**src/rtl/sync_counter_group.sv**
```systemverilog
module sync_counter_group #(
  parameter int NCH = 6,
  parameter int CW = 16,
  parameter int AW = 5,
  parameter int STOP_BIT = 5,
  parameter logic [7:0] STOP_RST = 8'h3F
) (
  input  logic          clk,
  input  logic          rst_n,
  input  logic          tick,
  input  logic          bus_sel,
  input  logic          bus_we,
  input  logic [AW-1:0] bus_addr,
  input  logic [CW-1:0] bus_wdata,
  output logic [CW-1:0] bus_rdata
);
  localparam int CMP_BASE  = NCH;
  localparam int CSEL_BASE = 2 * NCH;
  localparam int SYNC_ADDR = 3 * NCH;
  localparam int STOP_ADDR = 3 * NCH + 1;
  localparam logic [2:0] CS_MATCH = 3'b001;
  localparam logic [2:0] CS_SYNC  = 3'b011;

  logic [NCH-1:0][CW-1:0] cnt, cmp;
  logic [NCH-1:0][2:0]    csel;
  logic [NCH-1:0]         sync_reg;
  logic [7:0]             mstop;
  logic                   stopped;
  logic                   wr, multi, sync_clr_evt, wr_sync;
  logic [NCH-1:0]         eff_sync, own_clr, cnt_hit, clr, preset;

  assign stopped      = mstop[STOP_BIT];
  assign wr           = bus_sel & bus_we & ~stopped;
  assign multi        = $countones(sync_reg) >= 2;
  assign eff_sync     = multi ? sync_reg : '0;
  assign sync_clr_evt = |(own_clr & eff_sync);
  assign wr_sync      = |(cnt_hit & eff_sync);

  for (genvar i = 0; i < NCH; i++) begin : g_ch
    assign own_clr[i] = tick && csel[i] == CS_MATCH && cnt[i] == cmp[i];
    assign cnt_hit[i] = wr && bus_addr == AW'(i);
    assign clr[i]     = own_clr[i] | (eff_sync[i] & (csel[i] == CS_SYNC) & sync_clr_evt);
    assign preset[i]  = cnt_hit[i] | (wr_sync & eff_sync[i]);

    always_ff @(posedge clk or negedge rst_n) begin
      if (!rst_n) begin
        cnt[i]  <= '0;
        cmp[i]  <= '1;
        csel[i] <= '0;
      end else if (!stopped) begin
        if (clr[i])         cnt[i] <= '0;
        else if (preset[i]) cnt[i] <= bus_wdata;
        else if (tick)      cnt[i] <= cnt[i] + 1'b1;
        if (wr && bus_addr == AW'(CMP_BASE + i))  cmp[i]  <= bus_wdata;
        if (wr && bus_addr == AW'(CSEL_BASE + i)) csel[i] <= bus_wdata[2:0];
      end
    end
  end

  always_ff @(posedge clk or negedge rst_n) begin
    if (!rst_n) begin
      sync_reg <= '0;
      mstop    <= STOP_RST;
    end else begin
      if (wr && bus_addr == AW'(SYNC_ADDR)) sync_reg <= bus_wdata[NCH-1:0];
      if (bus_sel && bus_we && bus_addr == AW'(STOP_ADDR)) mstop <= bus_wdata[7:0];
    end
  end

  always_comb begin
    bus_rdata = '0;
    if (bus_addr == AW'(STOP_ADDR)) bus_rdata = CW'(mstop);
    else if (!stopped) begin
      if (bus_addr == AW'(SYNC_ADDR)) bus_rdata = CW'(sync_reg);
      for (int i = 0; i < NCH; i++) begin
        if (bus_addr == AW'(i))             bus_rdata = cnt[i];
        if (bus_addr == AW'(CMP_BASE + i))  bus_rdata = cmp[i];
        if (bus_addr == AW'(CSEL_BASE + i)) bus_rdata = CW'(csel[i]);
      end
    end
  end
endmodule

```
**config.mk**
```make
export PLATFORM = sky130hd
export DESIGN_NAME = sync_counter_group
export DESIGN_NICKNAME = d
export VERILOG_FILES = /design/src/rtl/sync_counter_group.sv
export SDC_FILE = /design/constraint.sdc
export NUM_CORES = 1
export LEC_CHECK = 0
export BUFFER_PORTS_ARGS = -buffer_cell sky130_fd_sc_hd__buf_4
export CORE_AREA = 5 5 201 203
export CTS_CLUSTER_SIZE = 10
export DETAILED_ROUTE_END_ITERATION = 8
export DIE_AREA = 0 0 206 208
export PLACE_DENSITY = 0.59
export SLEW_MARGIN = 10
export SYNTH_ARGS = -nofsm -noshare
export SYNTH_HDL_FRONTEND = slang
export SYNTH_SLANG_ARGS = --single-unit
export TNS_END_PERCENT = 50
```
**constraint.sdc**
```tcl
create_clock -name clk -period 5.4 [get_ports clk]
set_clock_uncertainty 0.1 [all_clocks]
set_input_delay 1.08 -clock clk [delete_from_list [all_inputs] [get_ports clk]]
set_output_delay 1.08 -clock clk [all_outputs]
set_load 0.01 [all_outputs]
```
Word-level counts from Yosys, hierarchy flattened --
Index checks and enable logic that the tools add are counted.
Operators by class: bitwise logic cells 35, mux-type cells 40, $add $sub $neg 11, $lt $le $gt $ge 1, equal/unequal tests 37, reductions and logical operators 60
Operators with widths (number):
- 16-bit 2-to-1 mux | 38
- 16-bit by 1-bit adder with 16-bit output, second input constant | 6
- 16-bit equality test | 6
- 5-bit by 4-bit equality test with 1-bit output, second input constant | 8
- 2-bit AND reduction | 18
- 1-bit logical AND | 33
- 1-bit bitwise AND | 20
- 5-bit by 3-bit equality test with 1-bit output, second input constant | 4
- 5-bit equality test, second input constant | 4
- 3-bit by 1-bit equality test with 1-bit output, second input constant | 6
- 3-bit by 2-bit equality test with 1-bit output, second input constant | 6
- 3-bit nonzero test | 6
- 6-bit bitwise AND | 2
- 6-bit 2-to-1 mux | 2
- 1-bit OR | 12
- 6-bit OR reduction | 2
- 5-bit by 2-bit equality test with 1-bit output, second input constant | 2
- 1-bit by 1-bit adder with 2-bit output | 3
- 5-bit by 1-bit equality test with 1-bit output, second input constant | 1
- 5-bit zero test | 1
- 3-bit by 2-bit adder with 4-bit output | 1
- 4-bit by 2-bit >= comparator with 1-bit output, second input constant | 1
- 2-bit by 2-bit adder with 3-bit output | 1
- 1-bit NOT | 1
Storage, ports and cells: register bits 224, bits of input ports 26, output and inout bits 16, word-level logic and storage cells 204

Logic depth before layout (Yosys ltp) --
depth after elaboration 22, gate-level depth with buffers 16, depth with buffers taken out 12

Least setup slack after synthesis --
OpenSTA, ideal clock, no wires.
path kind input to output, start point in bus_addr[0], end point out bus_rdata[1], buffers on the path 4, path slack 1.110 ns, arrival 3.110 ns, required time 4.220 ns, stages 10, path through buf_2 clkbuf_1 inv_1 nor4_1 clkbuf_1 clkbuf_1 a221oi_1 o21ai_1 a21oi_1 o21ai_1
On the way: word-level cells in the longest chain between the ends 22, elaborated cells between the ends (all ways) 41, those cells by class eq/ne (19); mux (21); reduce/logical (1)
RTL lines:
- start: declaration | RTL line 13 | input logic [AW-1:0] bus_addr,
- 5-bit equality test | RTL line 74 | if (bus_addr == AW'(SYNC_ADDR)) bus_rdata = CW'(sync_reg);
- 6-bit 2-to-1 mux | RTL line 74
- 16-bit 2-to-1 mux | RTL line 76 | if (bus_addr == AW'(i)) bus_rdata = cnt[i];
- 16-bit 2-to-1 mux | RTL line 77 | if (bus_addr == AW'(CMP_BASE + i)) bus_rdata = cmp[i];
- 16-bit 2-to-1 mux | RTL line 78 | if (bus_addr == AW'(CSEL_BASE + i)) bus_rdata = CW'(csel[i]);
- 16-bit 2-to-1 mux | RTL line 76
- 16-bit 2-to-1 mux | RTL line 77
- 16-bit 2-to-1 mux | RTL line 78
- (+6 left out)
- 16-bit 2-to-1 mux | RTL line 76
- 16-bit 2-to-1 mux | RTL line 77
- 16-bit 2-to-1 mux | RTL line 78
- 16-bit 2-to-1 mux | RTL line 76
- 16-bit 2-to-1 mux | RTL line 77
- 16-bit 2-to-1 mux | RTL line 78
- 16-bit 2-to-1 mux | RTL line 73 | else if (!stopped) begin
- 16-bit 2-to-1 mux (*) | RTL line 72 | if (bus_addr == AW'(STOP_ADDR)) bus_rdata = CW'(mstop);
- end: declaration | RTL line 15 | output logic [CW-1:0] bus_rdata
Every way passes the cells marked *; elsewhere a longest branch is shown, timed or not.

Worst setup path in the final report --
start point reg sync_reg[0], end point reg cnt[16] (netlist bit)
On the way: word-level cells in the longest chain between the ends 11, elaborated cells between the ends (all ways) 18, those cells by class add/sub (3); order compare (1); mux (3); bitwise (7); reduce/logical (4)
RTL lines:
- start: declaration | RTL line 26 | logic [NCH-1:0] sync_reg;
- start signal: assignment | RTL line 65 | if (wr && bus_addr == AW'(SYNC_ADDR)) sync_reg <= bus_wdata[NCH-1:0];
- 1-bit by 1-bit adder with 2-bit output (not written as such) | RTL line 34 | assign multi = $countones(sync_reg) >= 2;
- 2-bit by 2-bit adder with 3-bit output (not written as such) | RTL line 34
- 3-bit by 2-bit adder with 4-bit output (not written as such) | RTL line 34
- 4-bit by 2-bit >= comparator with 1-bit output | RTL line 34
- 6-bit 2-to-1 mux (*) | RTL line 35 | assign eff_sync = multi ? sync_reg : '0;
- 6-bit bitwise AND (on tied branches) | RTL line 36, 37
- 6-bit OR reduction (on tied branches) | RTL line 36, 37
- 1-bit bitwise AND (on tied branches) | RTL line 42, 43
- 1-bit OR (on tied branches) | RTL line 42, 43
- 3-bit nonzero test (no source line) / 16-bit 2-to-1 mux (equally long branches)
- 2-bit AND reduction (no source line) / 16-bit 2-to-1 mux (equally long branches)
- end signal: indexed assignment | RTL line 52 | else if (preset[i]) cnt[i] <= bus_wdata;
- end signal: indexed assignment | RTL line 53 | else if (tick) cnt[i] <= cnt[i] + 1'b1;
- end: declaration | RTL line 24 | logic [NCH-1:0][CW-1:0] cnt, cmp;
Marked as above. A chain may end at the register's enable or synchronous reset.

==> summary.md <==
| Metric | Value |
|---|---|
| Library cell used as clock root buffer | `sky130_fd_sc_hd__clkbuf_16` |
| Antenna violation net count after detailed routing | `0` |
| Per-instance average area after synthesis | `8.98 µm²` |
| Setup crit end kind | `flip-flop` |
| Instance area after placement | `16,000 µm²` |
| Vias in the first global route | `13,700` |
| Post-synth cell types | `75` |
| Clk buf depth | `3` |
| H-tree Lvls | `1` |
| Slew headroom | `33.0%` |
| Width of the die | `206 µm` |
| Crit path kind | `reg2reg` |
| Number of maximum-capacitance violations | `0` |
| Buffer count from post-CTS setup fixing | `0` |
| Count of endpoints failing setup in the final report | `0` |
| First element of the critical path | `sync_reg[0]` |
| Highest net fanout along the worst path | `17` |
| Clock latency of the later-clocked register in the worst-skew pair | `0.57 ns` |
| Clock slew seen by the registers of the worst setup and hold paths | `0.06 ns` |
| DR DRC count | `0` |
| Maximum number of pins on one net before global-route repair | `102` |
| Warnings, synthesis | `0` |
| Antenna violations before repair | `2` |
| Layout Area Growth over Synthesis | `11.7%` |
| Number of nets in the final layout | `1,717` |
| Per-cell via count in the routed design | `6.46` |
| Aggregate routed wire length | `58,600 µm` |
| Gr ovfl total | `0` |
| Post-route insts no fill | `2,221` |
| DR vias | `14,400` |
| Measured slew at the worst slew-check pin | `0.991 ns` |
| Arrival time reported for the critical path endpoint | `5.28 ns` |
| Resize count post-CTS | `0` |
| DP Cell Count | `2,170` |
| Global placement routability congestion | `0.987` |
| Syn Inst Count | `1,679` |
| Share of layout cells above drive strength 1 | `23.9%` |
| Clock tree from TritonCTS | `yes` |
| Static leakage power | `6.79 nW` |
| Max-slew violation count | `0` |
| Commonest non-fill, non-tap cells in the layout | `153 x sky130_fd_sc_hd__nand2_1, 131 x sky130_fd_sc_hd__a21oi_1, 127 x sky130_fd_sc_hd__mux2_2, 122 x sky130_fd_sc_hd__dfrtp_1, 102 x sky130_fd_sc_hd__dfstp_2` |
| Minimum hold slack | `0.364 ns` |
| CTS sink cnt | `224` |
| Maximum operating frequency | `0.201 GHz` |
| Setup crit start kind | `flip-flop` |
| Biggest registers after layout | `cmp: 96 flops, cnt: 96 flops, csel: 18 flops` |
| Count of antenna diodes in the layout | `0` |
| Global-route usage over all layers | `26.4%` |
| Sequential share of the synthesized area | `38.0%` |
| Die height | `208 µm` |
| Mean routed wirelength per cell | `26.4 µm` |
| Detailed router's first-iteration violation count | `1,448` |
| Dominant register cell in the synthesized netlist | `sky130_fd_sc_hd__dfrtp_1` |
| I/O pin count | `42` |
| HPWL after DPL | `40,400 µm` |
| Net count of the mapped netlist | `1,714` |
| Hold_buf cts | `0` |
| Flip-flop and latch count after synthesis | `224` |
| Global-route wire length before repair | `87,900 µm` |
| Setup_tns | `0 ns` |
| Beginning of the worst register-to-register path | `sync_reg[0]` |
| Placeable Area | `38,300 µm²` |
| Cell area after layout | `16,800 µm²` |
| Cell area after technology mapping | `15,100 µm²` |
| Highest ir drop seen on vdd | `0.000224 V` |
| Most common library cell in the layout ignoring fill and taps | `sky130_fd_sc_hd__nand2_1` |
| Setup repair after global routing missed its margin | `no` |
| Share of async-settable or async-resettable flops after synthesis | `100%` |
| Detailed Routing Iterations Pass 1 | `8` |
| Final min period | `4.97 ns` |
| Die Area | `42,800 µm²` |
| Input/output buffers | `41` |
| Power density over the cells | `351 nW/µm²` |
| Standard-cell rows | `72` |
| Data required time at the worst endpoint | `5.71 ns` |
| Worst min path class | `in2async` |
| Final Cycle Share | `92.1%` |
| Initial Util | `39.4%` |
| Count of flip-flops with a built-in enable after synthesis | `0` |
| CTS Buf Count | `28` |
| Final Hold Viols | `0` |
| Result of the run | `finished clean` |
[path summary, 6_finish.rpt]
path / to / slack (ns) / cells after the start
max: cnt[16] / 0.43 / 12
min: cnt[25] / 0.36 / 1
max reg2reg: cnt[16] / 0.43 / 12
min reg2reg: mstop[6] / 0.42 / 1
max in group asynchronous: cnt[13] / 3.59 / 2
min in group clk: mstop[6] / 0.42 / 1
[report_power, final]
| part | internal [mW] | total (mW) | switching [mW] |
|---|---|---|---|
| Clock | 1.09 | 1.85 | 0.760 |
| Combinational | 0.613 | 1.49 | 0.874 |
| Sequential | 2.01 | 2.57 | 0.566 |
[logic make-up after synthesis]
group	after synthesis	synth area share [%]
compound gates	450	20.6
xor+xnor	96	5.57
fa+ha+maj	9	0.896
buf+inv	197	5.39
flops	224	38.0
mux	133	9.88
simple gates	570	19.6
[layer usage]
metal  vias to the layer above  track usage (%)  wire length [µm]
met5                         -                0                 7
met4                         2             10.1              2590
met3                       168             5.26              4730
met2                       682             41.7             27200
met1                      7177             35.8             24100
li1                       6326                -                 -
[layout make-up]
class	instances	area, µm²
clock buffer	48	837
clock inverter	3	40.0
fill	3782	21400
inverter	70	263
multi-input combinational	1258	8550
sequential	224	5730
tap	518	648
timing repair buffer	100	771
[stage by stage]
step	util [%]	worst slack [ns]	total power, mW
final	44.0	0.427	5.91
after global routing	44.0	0.228	6.19
after CTS	44.0	0.528	5.90
after detailed placement	41.7	0.526	4.05
after global placement	41.7	0.601	4.00
after floorplan	-	1.11	3.44
[cells in the mapped netlist (5+ instances only)]
| library cell | n | share of area [%] |
|---|---|---|
| sky130_fd_sc_hd__or2_2 | 22 | 0.91 |
| sky130_fd_sc_hd__clkbuf_1 | 97 | 2.4 |
| sky130_fd_sc_hd__a21oi_1 | 131 | 4.3 |
| sky130_fd_sc_hd__nand4_1 | 24 | 1.0 |
| sky130_fd_sc_hd__mux2_2 | 127 | 9.5 |
| sky130_fd_sc_hd__a41oi_1 | 44 | 2.6 |
| sky130_fd_sc_hd__a221o_1 | 5 | 0.33 |
| sky130_fd_sc_hd__o21ai_0 | 32 | 1.1 |
| sky130_fd_sc_hd__xor2_1 | 60 | 3.5 |
| sky130_fd_sc_hd__nor4bb_1 | 5 | 0.33 |
| sky130_fd_sc_hd__ha_1 | 6 | 0.50 |
| sky130_fd_sc_hd__dfstp_2 | 102 | 18 |
| sky130_fd_sc_hd__o221ai_1 | 34 | 2.0 |
| sky130_fd_sc_hd__xnor2_1 | 36 | 2.1 |
| sky130_fd_sc_hd__nand2b_1 | 9 | 0.37 |
| sky130_fd_sc_hd__mux2i_1 | 6 | 0.40 |
| sky130_fd_sc_hd__nor4_1 | 30 | 1.2 |
| sky130_fd_sc_hd__nor3b_1 | 14 | 0.70 |
| sky130_fd_sc_hd__o22ai_1 | 67 | 2.8 |
| sky130_fd_sc_hd__and2_1 | 7 | 0.29 |
| sky130_fd_sc_hd__o21ai_1 | 14 | 0.46 |
| sky130_fd_sc_hd__a31oi_1 | 18 | 0.75 |
| sky130_fd_sc_hd__a221oi_1 | 22 | 1.3 |
| sky130_fd_sc_hd__o31ai_1 | 5 | 0.25 |
| sky130_fd_sc_hd__nor2_1 | 71 | 1.8 |
| sky130_fd_sc_hd__a211oi_1 | 10 | 0.50 |
| sky130_fd_sc_hd__and3_1 | 16 | 0.66 |
| sky130_fd_sc_hd__a222oi_1 | 11 | 0.73 |
| sky130_fd_sc_hd__nand3_1 | 46 | 1.5 |
| sky130_fd_sc_hd__nand2_1 | 153 | 3.8 |
| sky130_fd_sc_hd__dfrtp_1 | 122 | 20 |
| sky130_fd_sc_hd__or3_1 | 27 | 1.1 |
| sky130_fd_sc_hd__nor2b_1 | 6 | 0.25 |
| sky130_fd_sc_hd__a22o_1 | 8 | 0.46 |
| sky130_fd_sc_hd__nand3b_1 | 6 | 0.30 |
| sky130_fd_sc_hd__buf_2 | 18 | 0.60 |
| sky130_fd_sc_hd__a22oi_1 | 15 | 0.75 |
| sky130_fd_sc_hd__or4_1 | 13 | 0.65 |
| sky130_fd_sc_hd__nor3_1 | 99 | 3.3 |
| sky130_fd_sc_hd__inv_1 | 69 | 1.7 |
| sky130_fd_sc_hd__buf_1 | 6 | 0.15 |
[critical path, stage by stage, from the launching register on]
cell                       delay (ns)
sky130_fd_sc_hd__dfrtp_1         0.48
sky130_fd_sc_hd__fa_1            0.56
sky130_fd_sc_hd__inv_1           0.06
sky130_fd_sc_hd__fa_1            0.42
sky130_fd_sc_hd__nand2b_1        0.18
sky130_fd_sc_hd__fa_1            0.56
sky130_fd_sc_hd__and2_1          0.24
sky130_fd_sc_hd__nor2_1          0.08
sky130_fd_sc_hd__o41a_1          0.32
sky130_fd_sc_hd__a22o_1          0.36
sky130_fd_sc_hd__o21ai_2         0.61
sky130_fd_sc_hd__nand3b_1        0.63
sky130_fd_sc_hd__o21ai_0         0.21
(Power assumes the default switching activity.)
